**config.mk**
```make
export PLATFORM = sky130hd
export DESIGN_NAME = rtc_sec_match
export DESIGN_NICKNAME = d
export VERILOG_FILES = /design/src/rtl/rtc_sec_pkg.sv /design/src/rtl/rtc_tick_gen.sv /design/src/rtl/rtc_sec_core.sv /design/src/rtl/rtc_sec_regs.sv /design/src/rtl/rtc_sec_match.sv
export SDC_FILE = /design/constraint.sdc
export NUM_CORES = 1
export LEC_CHECK = 0
export BUFFER_PORTS_ARGS = -buffer_cell sky130_fd_sc_hd__buf_2
export CELL_PAD_IN_SITES_DETAIL_PLACEMENT = 1
export CELL_PAD_IN_SITES_GLOBAL_PLACEMENT = 1
export CORE_MARGIN = 2
export CORE_UTILIZATION = 45
export CTS_CLUSTER_SIZE = 12
export DETAILED_ROUTE_END_ITERATION = 10
export GPL_ROUTABILITY_DRIVEN = 0
export HOLD_SLACK_MARGIN = 0.02
export PLACE_DENSITY_LB_ADDON = 0.1
export SLEW_MARGIN = 20
export SYNTH_ARGS = -nofsm -noshare
export SYNTH_HDL_FRONTEND = slang
export SYNTH_SLANG_ARGS = --single-unit
```
**constraint.sdc**
```tcl
create_clock -name clk_i -period 3 [get_ports clk_i]
set_clock_uncertainty 0.2 [all_clocks]
set_input_delay 0.3 -clock clk_i [delete_from_list [all_inputs] [get_ports clk_i]]
set_output_delay 0.3 -clock clk_i [all_outputs]
set_load 0.01 [all_outputs]
```
**src/rtl/rtc_sec_pkg.sv**
```systemverilog
package rtc_sec_pkg;
  localparam int DW = 32;
  localparam int AW = 12;
  localparam int IW = AW - 2;

  // word indices (byte offset >> 2)
  localparam logic [IW-1:0] W_DATA  = IW'(10'h000);
  localparam logic [IW-1:0] W_MATCH = IW'(10'h001);
  localparam logic [IW-1:0] W_LOAD  = IW'(10'h002);
  localparam logic [IW-1:0] W_CTRL  = IW'(10'h003);
  localparam logic [IW-1:0] W_MASK  = IW'(10'h004);
  localparam logic [IW-1:0] W_RAW   = IW'(10'h005);
  localparam logic [IW-1:0] W_MIS   = IW'(10'h006);
  localparam logic [IW-1:0] W_CLR   = IW'(10'h007);
  localparam logic [IW-1:0] W_ID    = IW'(10'h3F8);

  localparam logic [DW-1:0] PERIPH_ID = 32'h0014_1031;
  localparam logic [DW-1:0] CELL_ID   = 32'hB105_F00D;
endpackage

```
**src/rtl/rtc_tick_gen.sv**
```systemverilog
module rtc_tick_gen #(
  parameter int unsigned DIV = 50_000_000
) (
  input  logic clk_i,
  input  logic rst_ni,
  output logic tick_o
);
  localparam int unsigned PW = (DIV > 1) ? $clog2(DIV) : 1;

  generate
    if (DIV <= 1) begin : g_pass
      assign tick_o = 1'b1;
    end else begin : g_div
      localparam logic [PW-1:0] LAST = PW'(DIV - 1);
      logic [PW-1:0] pre_q;

      always_ff @(posedge clk_i or negedge rst_ni) begin
        if (!rst_ni)            pre_q <= '0;
        else if (pre_q == LAST) pre_q <= '0;
        else                    pre_q <= pre_q + PW'(1);
      end

      assign tick_o = (pre_q == LAST);

      p_tick_gap_r2: assert property (@(posedge clk_i) disable iff (!rst_ni)
        tick_o |=> !tick_o);
    end
  endgenerate
endmodule

```
**src/rtl/rtc_sec_core.sv**
```systemverilog
module rtc_sec_core
  import rtc_sec_pkg::*;
(
  input  logic          clk_i,
  input  logic          rst_ni,
  input  logic          tick_i,
  input  logic          load_we_i,
  input  logic          clr_we_i,
  input  logic [DW-1:0] wdata_i,
  input  logic [DW-1:0] match_i,
  output logic [DW-1:0] count_o,
  output logic          raw_o
);
  logic [DW-1:0] count_q, count_nx;
  logic          raw_q, adv, hit;

  assign adv      = tick_i & ~load_we_i;  // preset beats tick
  assign count_nx = count_q + DW'(1);
  assign hit      = adv && (count_nx == match_i);

  always_ff @(posedge clk_i or negedge rst_ni) begin
    if (!rst_ni)        count_q <= '0;
    else if (load_we_i) count_q <= wdata_i;
    else if (adv)       count_q <= count_nx;
  end

  always_ff @(posedge clk_i or negedge rst_ni) begin
    if (!rst_ni)                     raw_q <= 1'b0;
    else if (hit)                    raw_q <= 1'b1;  // set beats clear
    else if (clr_we_i && wdata_i[0]) raw_q <= 1'b0;
  end

  assign count_o = count_q;
  assign raw_o   = raw_q;

  p_load_r3: assert property (@(posedge clk_i) disable iff (!rst_ni)
    load_we_i |=> count_q == $past(wdata_i));
  p_inc_r2: assert property (@(posedge clk_i) disable iff (!rst_ni)
    (tick_i && !load_we_i) |=> count_q == $past(count_q) + DW'(1));
  p_hold_r2: assert property (@(posedge clk_i) disable iff (!rst_ni)
    (!tick_i && !load_we_i) |=> count_q == $past(count_q));
  p_hit_r4: assert property (@(posedge clk_i) disable iff (!rst_ni)
    (tick_i && !load_we_i && (count_q + DW'(1) == match_i)) |=> raw_q);
  p_load_nomatch_r11: assert property (@(posedge clk_i) disable iff (!rst_ni)
    (load_we_i && !clr_we_i) |=> raw_q == $past(raw_q));
  p_clr_r6: assert property (@(posedge clk_i) disable iff (!rst_ni)
    (clr_we_i && wdata_i[0] && !tick_i) |=> !raw_q);
endmodule

```
**src/rtl/rtc_sec_regs.sv**
```systemverilog
module rtc_sec_regs
  import rtc_sec_pkg::*;
(
  input  logic          clk_i,
  input  logic          rst_ni,
  input  logic          sel_i,
  input  logic          we_i,
  input  logic [AW-1:0] addr_i,
  input  logic [DW-1:0] wdata_i,
  input  logic [DW-1:0] count_i,
  input  logic          raw_i,
  output logic [DW-1:0] rdata_o,
  output logic          load_we_o,
  output logic          clr_we_o,
  output logic [DW-1:0] match_o,
  output logic          mask_o
);
  logic [IW-1:0] idx;
  logic          wr, unused_lsb;
  logic [DW-1:0] match_q, load_q, rd, id_word;
  logic          mask_q;

  assign idx        = addr_i[AW-1:2];
  assign unused_lsb = ^addr_i[1:0];
  assign wr         = sel_i & we_i;
  assign load_we_o  = wr && (idx == W_LOAD);
  assign clr_we_o   = wr && (idx == W_CLR);

  always_ff @(posedge clk_i or negedge rst_ni) begin
    if (!rst_ni) begin
      match_q <= '0;
      load_q  <= '0;
      mask_q  <= 1'b0;
    end else if (wr) begin
      if (idx == W_MATCH) match_q <= wdata_i;
      if (idx == W_LOAD)  load_q  <= wdata_i;
      if (idx == W_MASK)  mask_q  <= wdata_i[0];
    end
  end

  assign id_word = idx[2] ? CELL_ID : PERIPH_ID;

  always_comb begin
    rd = '0;
    case (idx)
      W_DATA:  rd = count_i;
      W_MATCH: rd = match_q;
      W_LOAD:  rd = load_q;
      W_CTRL:  rd = DW'(1);
      W_MASK:  rd = DW'(mask_q);
      W_RAW:   rd = DW'(raw_i);
      W_MIS:   rd = DW'(raw_i & mask_q);
      default: begin
        if (idx[IW-1:3] == W_ID[IW-1:3])
          rd = DW'(8'(id_word >> (8 * idx[1:0])));
      end
    endcase
  end

  assign rdata_o = (sel_i && !we_i) ? rd : '0;
  assign match_o = match_q;
  assign mask_o  = mask_q;

  p_mask_r5: assert property (@(posedge clk_i) disable iff (!rst_ni)
    (wr && idx == W_MASK) |=> mask_q == $past(wdata_i[0]));
  p_match_keep_r8: assert property (@(posedge clk_i) disable iff (!rst_ni)
    (wr && idx != W_MATCH) |=> match_q == $past(match_q));
  p_idle_zero_r10: assert property (@(posedge clk_i) disable iff (!rst_ni)
    !(sel_i && !we_i) |-> rdata_o == '0);
endmodule

```
**src/rtl/rtc_sec_match.sv**
```systemverilog
module rtc_sec_match
  import rtc_sec_pkg::*;
#(
  parameter int unsigned CLK_HZ = 50_000_000
) (
  input  logic          clk_i,
  input  logic          rst_ni,
  input  logic          sel_i,
  input  logic          we_i,
  input  logic [AW-1:0] addr_i,
  input  logic [DW-1:0] wdata_i,
  output logic [DW-1:0] rdata_o,
  output logic          irq_o
);
  logic          tick, load_we, clr_we, raw, mask;
  logic [DW-1:0] count, match;

  rtc_tick_gen #(.DIV(CLK_HZ)) i_tick (
    .clk_i(clk_i), .rst_ni(rst_ni), .tick_o(tick)
  );

  rtc_sec_core i_core (
    .clk_i(clk_i), .rst_ni(rst_ni), .tick_i(tick),
    .load_we_i(load_we), .clr_we_i(clr_we), .wdata_i(wdata_i),
    .match_i(match), .count_o(count), .raw_o(raw)
  );

  rtc_sec_regs i_regs (
    .clk_i(clk_i), .rst_ni(rst_ni), .sel_i(sel_i), .we_i(we_i),
    .addr_i(addr_i), .wdata_i(wdata_i), .count_i(count), .raw_i(raw),
    .rdata_o(rdata_o), .load_we_o(load_we), .clr_we_o(clr_we),
    .match_o(match), .mask_o(mask)
  );

  assign irq_o = raw & mask;

  p_irq_off_r7: assert property (@(posedge clk_i) disable iff (!rst_ni)
    (sel_i && we_i && addr_i[AW-1:2] == W_MASK && !wdata_i[0]) |=> !irq_o);
endmodule

```
Word level (Yosys, flattened, before mapping)
Index checks and enable logic that the tools add are counted.
- $add $sub $neg: 2
- multipliers: 0
- div/mod/pow operators: 0
- $lt $le $gt $ge: 0
- eq/ne operators: 10
- shift-type cells: 1
- muxes and demuxes: 9
- bitwise gates (word level): 5
- reductions and logical operators: 12
- operators by type and width (operator ; count):
    one-hot mux 32 bit (7 select lines) ; 1
    two-way mux 32 bit ; 4
    equality test 10 x 3 -> 1 bit, second input constant ; 4
    adder 32 x 1 -> 32 bit, second input constant ; 1
    equality test 32 bit ; 1
    >> shifter 32 x 5 -> 8 bit ; 1
    adder 26 x 1 -> 26 bit, second input constant ; 1
    equality test 26 bit, second input constant ; 1
    two-way mux 26 bit ; 1
    equality test 10 x 2 -> 1 bit, second input constant ; 2
    equality test 10 x 1 -> 1 bit, second input constant ; 1
    zero test 10 bit ; 1
    two-way mux 8 bit ; 1
    equality test 7 bit, second input constant ; 1
    AND reduction 2 bit ; 3
    logical AND 1 bit ; 5
    AND 1 bit ; 4
    nonzero test 2 bit ; 2
    two-way mux 1 bit ; 2
    zero test 1 bit ; 1
    NOT 1 bit ; 1
- register bits: 124
- latch bits: 0
- RAM bits: 0
- ROM bits: 0
- logic and storage cells: 45
- memories kept: 0

Depth between registers and ports, before layout
Gate-level depths: netlist of the first run.
- depth in word-level cells: 6
- depth in mapped cells: 9
- gate-level depth less buffers: 8

Cells and area by module
Synthesis of the first run repeated with hierarchy kept, for this count alone.
- cell total of the unflattened synthesis: 809
- area total of the unflattened synthesis: 7881.3 sq um
- modules (own cells, without submodules) (module ; times used ; cells each ; area an instance (sq um) ; sequential area each (sq um)):
    rtc_sec_regs ; 1 ; 319 ; 3677.3 ; 1626.6
    rtc_sec_core ; 1 ; 355 ; 2860.2 ; 825.8
    rtc_tick_gen ; 1 ; 134 ; 1337.5 ; 650.6
    rtc_sec_match ; 1 ; 1 ; 6.3 ; 0.0

Least setup slack after synthesis of the first run
No wires, ideal clock.
- path type: flip-flop to flip-flop
- start: reg i_core.count_q[0] (netlist: i_core.count_o[0])
- end: reg i_core.raw_q (netlist: i_core.raw_o)
- setup time: 0.136 ns
- data arrival time: 2.223 ns
- path slack: 0.441 ns
- cell stages (with the launch flop): 9
- buffers on the path: 0
- cell sequence: dfrtp_1 > ha_1 > nand3_2 > nor4_4 > nand4_1 > nor2b_1 > a211o_1 > a2bb2oi_1 > o41ai_2
- word-level cells in the longest chain between the ends: 4
- RTL lines (item ; line ; source):
    start, declared ; rtc_sec_core.sv:14 ; logic [DW-1:0] count_q, count_nx;
    start signal, assigned ; rtc_sec_core.sv:23 ; else if (load_we_i) count_q <= wdata_i;
    start signal, assigned ; rtc_sec_core.sv:24 ; else if (adv) count_q <= count_nx;
    adder 32 x 1 -> 32 bit * ; rtc_sec_core.sv:18 ; assign count_nx = count_q + DW'(1);
    equality test 32 bit * ; rtc_sec_core.sv:19 ; assign hit = adv && (count_nx == match_i);
    logical AND 1 bit * ; rtc_sec_core.sv:19 ;
    two-way mux 1 bit or nonzero test 2 bit (tied branches) ; - ;
    end signal, assigned ; rtc_sec_core.sv:28 ; if (!rst_ni) raw_q <= 1'b0;
    end signal, assigned ; rtc_sec_core.sv:29 ; else if (hit) raw_q <= 1'b1;
    end signal, assigned ; rtc_sec_core.sv:30 ; else if (clr_we_i && wdata_i[0]) raw_q <= 1'b0;
    end, declared ; rtc_sec_core.sv:15 ; logic raw_q, adv, hit;
Every way passes the cells marked *; elsewhere a longest branch is shown, timed or not.
A chain may end at the register's enable or synchronous reset.

Final worst setup path of the first run
- start: reg i_core.count_q[1] (netlist: i_core.count_o[1])
- end: reg i_core.raw_q (netlist: i_core.raw_o)
Same word-level chain as after synthesis.

==> results of run 1 <==
## path summary, 6_finish.rpt
kind / from / end / slack (ps) / cells after the start
worst max-delay path: i_core.count_o[1] / i_core.raw_o / 190 / 9
worst min-delay path: we_i / i_core.raw_o / 190 / 4
worst max register to register: i_core.count_o[1] / i_core.raw_o / 190 / 9
worst min register to register: i_tick.g_div.pre_q[0] / i_tick.g_div.pre_q[0] / 260 / 1
max in group asynchronous: rst_ni / i_regs.load_q[27] / 1460 / 3
min in group asynchronous: rst_ni / i_regs.load_q[5] / 250 / 2
## cells in the mapped netlist (2+ instances only)
cell	number	area [um^2]
buf_1	4	15.01
nand4b_1	2	17.52
a22oi_1	2	15.01
nand3_1	23	115.1
o31ai_1	4	30.03
a31oi_1	2	12.51
buf_4	8	60.06
mux2_2	36	405.4
nor4b_1	2	17.52
nor3b_1	3	22.52
ha_1	5	62.56
o21ai_0	36	180.2
inv_1	4	15.01
o2111ai_1	4	35.03
or3_1	5	31.28
and4_1	2	17.52
nor4_1	10	62.56
nor4_2	3	37.54
nor2b_1	8	50.05
nand2b_1	7	43.79
nor2_1	71	266.5
and3_1	9	56.30
nor3_1	8	40.04
a222oi_1	30	300.3
and2_1	4	25.02
a21oi_1	12	60.06
clkbuf_1	25	93.84
nand3_2	2	20.02
o21ai_1	12	60.06
nand2_1	146	548.0
xor2_1	43	376.6
buf_2	15	75.07
mux2i_1	5	50.05
xnor2_1	47	411.6
dfrtp_1	124	3103
nand4_1	24	150.1
## logic make-up (layout without fill, tap and decap cells)
group	Yosys count	after routing	synth area share
buffers and inverters	58	181	0.03846
multiplexers	41	41	0.06364
XOR/XNOR	90	90	0.1101
adder cells (fa/ha/maj)	5	5	0.008741
AND/OR/NAND/NOR	338	338	0.2269
flip-flops	124	124	0.4336
AO/OA/AOI/OAI	119	119	0.1185
## layout by cell type, fill, tap and decap left out, drive strengths merged, types with 2 or more instances in the layout
cell type	count
nor2b	8
nor4b	2
mux2	36
or3	5
nand3	25
xor2	43
dlygate4sd3	33
nand2b	7
and4	2
nand4	25
nor3	9
a21oi	12
ha	5
a22oi	2
mux2i	5
and3	9
o21ai	48
o31ai	4
nand4b	2
xnor2	47
clkbuf	21
clkinv	3
buf	112
nor3b	3
inv	4
a31oi	2
dfrtp	124
a222oi	30
nor2	72
and2	4
o2111ai	4
nor4	14
bufinv	8
nand2	146
## metrics by stage
stage          hold slack (ps)  cell area [um^2]  setup TNS (ps)  total power (W)  utilization
2_1_floorplan           -195.6              7157               0         0.001967            -
5_1_grt                  176.1              8992          -37.47         0.004904       0.5723
6_report                 185.7              8992               0         0.004754       0.5723
4_1_cts                  150.2              8979               0         0.004783       0.5714
3_3_place_gp             161.9              7909               0         0.002130       0.5033
3_5_place_dp             180.2              7909               0         0.002143       0.5033
## cell type report
| class | instances | share of cell area |
|---|---|---|
| clock inverter | 11 | 0.02880 |
| tap | 216 | 0.03005 |
| sequential | 124 | 0.3451 |
| clock buffer | 21 | 0.05343 |
| inverter | 4 | 0.001670 |
| multi-input combinational | 593 | 0.4252 |
| timing repair buffer | 145 | 0.1158 |
## metal layers
layer / track usage / share of wire
met5: 0 / 0
met4: 0.09614 / 0.013
met3: 0.05781 / 0.039
met2: 0.4700 / 0.51
met1: 0.3720 / 0.44
## power groups by stage
stage	logic (W)	clock network, W	registers, W
finish	0.000457	0.00259	0.00170
global route	0.000499	0.00270	0.00170
CTS	0.000451	0.00263	0.00170
detailed placement	0.000410	0	0.00173
global placement	0.000399	0	0.00173
floorplan	0.000242	0	0.00172
## registers in the layout (all words and copies together) (netlist names)
register,flops
i_regs.load_q,32
i_core.raw_o,1
i_tick.g_div.pre_q,26
i_core.count_o,32
i_regs.mask_o,1
i_regs.match_o,32
## worst max-delay path, stage by stage (launching register included)
cell	delay (ps)
dfrtp_1	430
ha_1	330
nand3_2	140
buf_4	180
nor2_1	190
xnor2_1	90
a2111o_1	450
nor4_4	280
nand4_1	150
o41ai_2	250
## timing repair
item / 4_1_cts / 5_1_grt
endpoints found under the hold margin: 143 / 0
hold buffers: 33 / 0
endpoints found under the setup margin: 0 / 1
resized for setup: 0 / 2
==> results.yml, run 1 <==
floorplanning:
  ios: 81
  fp.dieH_um: 130.1
  core.rowCount: 46
  die-area_um2: 16930
  fp.dieW_um: 130.1
  initial_core_util: 0.4555
  floorplan.core_area_um2: 15710
route:
  remaining_antenna_violation_count: 0
  dr.pass1.iters: 7
  postRouteWirelength_um: 22750
  drc: 0
  routed_wire_length_per_instance_um: 20.42
  route.vias.total: 6503
  via_per_inst: 5.838
  number_of_design_rule_violations_left_by_the_first_detailed_router_iteration: 603
power:
  share_comb_of_total_power: 0.096
  leakagePower_nw: 4.121
  pwr_density_cell_nw_per_um2: 528.7
  p_int_w: 0.003701
  power.clock.fraction: 0.546
  net-switching-power_w: 0.001053
  power.sequential.fraction: 0.358
  power_switching_share: 0.2215
  vdd_drop_max_uv: 426.6
timing:
  max_freq_ghz: 0.3559
  timing.final.crit_period_ps: 2810
  hold_viol: 0
  share_of_the_cycle_needed_by_the_critical_path_after_routing: 0.9367
  final-setup-viol-count: 0
  setup_slack_ps: 190.0
  worst_slew_pin_slew_ps: 690.8
  final_report_max_slew_violation_count: 0
  worst_slew_margin_rel: 0.5356
clock_network:
  ctsHtreeMaxLevel: 4
  tritoncts.num_buffers: 17
  clk_latency_ps: 430
  clk_path_buf_depth: 2
  post_cts.repair.setup_buffers: 0
  cts_tree: "built"
  cts.reportedPaths.clkPinSlew_ps: 60
  clk_root_buf: "clkbuf_16"
  clock-sinks: 124
cells_and_area:
  syn_to_final_growth_pct: 25.65
  antenna-diode-count: 0
  finish.cell_count_without_fillers: 1114
  multi_input_area_um2: 3824
  sequential_cell_area_um2: 3103
  drive_above_1_share: 0.2171
  n_fill_cell: 1815
  finish.net_count: 938
global_routing:
  grt_antenna_before_repair: 0
  grt.total_usage: 0.2835
  grt_start_max_net_pins: 49
  vias_in_the_first_global_route: 6915
  grt-ovfl-total: 0
  grt_first_pass_wirelength_um: 36690
yosys:
  post_synth_instance_area_um2: 7157
  synthesis.nets: 828
  synth-warning-count: 0
  ys_seq_elements: 124
  post_synth_inst_count: 775
  synth-seq-area-share: 0.4336
  synth.lib_cells_used.distinct: 64
  post_syn_area_per_cell_um2: 9.235
  async_reset_ff_frac: 1.000
  dominantRegCellSynth: "dfrtp_1"
  synth_edf_count: 0
setup_path:
  cp-end-kind: "flop"
  timing.setup.critical_path_class: "reg -> reg"
  critPathLaunchType: "flop"
  cp_max_fo: 6
  worstPathArrival_ps: 2920
  worst-endpoint-required_ps: 3110
place:
  detailed_place_hpwl_um: 14960
  placed_cells_incl_taps: 1049
  buffer_ports.inserted: 78
  dp_worst_slack_ps: 203.0
job:
  timing.max_cap.violations: 0
min_path:
  hold_path_class: "in -> reg"
outcome:
  status: "finished, final reports clean"
(Power assumes the default switching activity.)
==> inputs of run 2 (changes only) <==
--- a/config.mk
+++ b/config.mk
@@ -9,12 +9,14 @@
 export CELL_PAD_IN_SITES_DETAIL_PLACEMENT = 1
 export CELL_PAD_IN_SITES_GLOBAL_PLACEMENT = 1
 export CORE_MARGIN = 2
-export CORE_UTILIZATION = 45
+export CORE_UTILIZATION = 47
+export CTS_BUF_LIST = sky130_fd_sc_hd__clkbuf_2 sky130_fd_sc_hd__clkbuf_4 sky130_fd_sc_hd__clkbuf_8
 export CTS_CLUSTER_SIZE = 12
 export DETAILED_ROUTE_END_ITERATION = 10
 export GPL_ROUTABILITY_DRIVEN = 0
 export HOLD_SLACK_MARGIN = 0.02
 export PLACE_DENSITY_LB_ADDON = 0.1
+export REMOVE_ABC_BUFFERS = 1
 export SLEW_MARGIN = 20
 export SYNTH_ARGS = -nofsm -noshare
 export SYNTH_HDL_FRONTEND = slang
==> results.yml, run 2 (synthesis gave the netlist of run 1 again) <==
outcome:
  status: "finished, final reports clean"
setup_path:
  worst_path_max_delay_cell: "or4b_1"
  critical_path.cell_chain: "or4b_1, nor4_1, and4b_1, buf_12, o211ai_1, nor4_2, nand4_1, o41ai_2"
  cp.buffers_inverters: 1
  critical-path-max-stage-delay_ps: 540
  rr_startpoint: "i_tick.g_div.pre_q[10]"
  path_delay_family: "simple AND/OR/NAND/NOR gates"
  critPathLaunchType: "flop"
  timing.reg2reg.setup_slack_ps: 200
  cp-end-kind: "flop"
  number_of_cells_on_the_worst_reg_to_reg_path: 8
  cp_max_fo: 16
  worst-endpoint-required_ps: 3150
  timing.setup.critical_path_class: "reg -> reg"
  worstPathArrival_ps: 2960
  critical_path.reg2reg.endpoint: "i_core.raw_o"
timing:
  hold_viol: 0
  grt_setup_unrepaired: "false"
  max_freq_ghz: 0.3566
  timing.final.crit_period_ps: 2804
  final-setup-viol-count: 0
  worst_slew_pin_slew_ps: 636.1
  share_of_the_cycle_needed_by_the_critical_path_after_routing: 0.9348
  final_report_max_slew_violation_count: 0
  final.hold.worst_slack_ps: 115.3
  worst_slew_margin_rel: 0.5720
cells_and_area:
  n_fill_cell: 1737
  layout.cells.most_common: "nand2_1"
  final_cell_mix: "146 x nand2_1, 124 x dfrtp_1, 77 x buf_2"
  drive_above_1_share: 0.2204
  final_instance_area_um2: 8691
  finish.net_count: 943
  syn_to_final_growth_pct: 21.43
  antenna-diode-count: 0
global_routing:
  grt_antenna_before_repair: 0
  grt_first_pass_wirelength_um: 35600
  grt-ovfl-total: 0
  vias_in_the_first_global_route: 6803
  grt_start_max_net_pins: 53
  grt.total_usage: 0.2769
  grt_use_met2: 0.4637
  met1_global_route_usage: 0.3678
  gr-usage-met3: 0.04313
  busiest_layer: "met2"
clock_network:
  ctsHtreeMaxLevel: 4
  tritoncts.num_buffers: 17
  post_cts.repair.setup_buffers: 0
  clk_root_buf: "clkbuf_8"
  clk_latency_ps: 460
  cts_tree: "built"
  clock-sinks: 124
  cts.reportedPaths.clkPinSlew_ps: 80
  clk_path_buf_depth: 2
floorplanning:
  die-area_um2: 16230
  initial_core_util: 0.4761
  core.rowCount: 45
  fp.dieH_um: 127.4
  fp.dieW_um: 127.4
  floorplan.core_area_um2: 15030
  ios: 81
route:
  via_per_inst: 5.909
  route.vias.total: 6447
  postRouteWirelength_um: 21580
  routed_wire_length_per_instance_um: 19.78
  number_of_design_rule_violations_left_by_the_first_detailed_router_iteration: 442
  remaining_antenna_violation_count: 0
  drc: 0
  dr.pass1.iters: 6
min_path:
  hold_depth: 4
  hold_path.startpoint: "we_i"
  min_to: "i_core.raw_o"
  hold_path_class: "in -> reg"
place:
  detailed_place_hpwl_um: 14770
  placed_cell_area_um2: 7899
  buffer_ports.inserted: 78
power:
  leakagePower_nw: 4.012
  vdd_drop_max_uv: 294.7
  pwr_density_cell_nw_per_um2: 444.5
job:
  timing.max_cap.violations: 0
[run 2: cell types whose count changed in the layout (fill, tap and decap cells not counted), sizes merged]
cell | previous run | this run
bufinv | 8 | 4
clkinvlp | 0 | 2
buf | 112 | 117
inv | 4 | 5
clkbuf | 21 | 22
[run 2: per-stage QoR]
step | total power, W | utilization | cells | setup WS (ps) | setup TNS (ps)
floorplan | 0.001959 | - | 721 | -2954 | -227870
global placement | 0.002126 | 0.5254 | 1026 | 319.8 | 0
detailed placement | 0.002138 | 0.5254 | 1026 | 187.5 | 0
CTS | 0.003893 | 0.5781 | 1091 | 147.6 | 0
global route | 0.003997 | 0.5781 | 1091 | 5.494 | 0
finish | 0.003863 | 0.5781 | 1091 | 195.6 | 0
[run 2: worst reg2reg max path, cell delays in order (launching register included)]
cell,delay [ps]
dfrtp_1,430
or4b_1,540
nor4_1,290
and4b_1,300
buf_12,170
o211ai_1,110
nor4_2,240
nand4_1,150
o41ai_2,260
[run 2: layer usage]
metal | wire (um) | vias up | share of wire
li1 | - | 2977 | -
met1 | 9794 | 3285 | 0.45
met2 | 10540 | 154 | 0.49
met3 | 824 | 31 | 0.038
met4 | 420 | 0 | 0.019
met5 | 0 | - | 0
[run 2: report_power, final]
group / switching (W) / internal, W
clock: 0.000706 / 0.00101
combinational: 0.000240 / 0.000201
sequential: 0.0000174 / 0.00168
[run 2: area by class of cell]
type | instances | area (um^2) | area share
multi-input cells | 593 | 3810 | 0.4384
flip-flops and latches | 124 | 3103 | 0.3570
repair buffers | 150 | 1066 | 0.1227
clock buffers | 22 | 302.8 | 0.03484
well taps | 188 | 235.2 | 0.02707
clock inverters | 10 | 158.9 | 0.01828
inverters | 4 | 15.01 | 0.001728
[run 2: what timing repair did]
| item | CTS | global route |
|---|---|---|
| gates resized for setup | 0 | 0 |
| hold endpoints to repair | 144 | 0 |
| hold buffers | 33 | 0 |
[run 2: worst max path at each step]
stage | startpoint | endpoint | slack [ps] | depth (start not counted)
2_1_floorplan | addr_i[6] | i_core.count_o[0] | -2950 | 4
3_3_place_gp | i_tick.g_div.pre_q[10] | i_core.raw_o | 320 | 8
3_5_place_dp | i_tick.g_div.pre_q[10] | i_core.raw_o | 190 | 8
4_1_cts | i_tick.g_div.pre_q[10] | i_core.raw_o | 150 | 8
5_1_grt | i_tick.g_div.pre_q[10] | i_core.raw_o | 5 | 8
6_report | i_tick.g_div.pre_q[10] | i_core.raw_o | 200 | 8
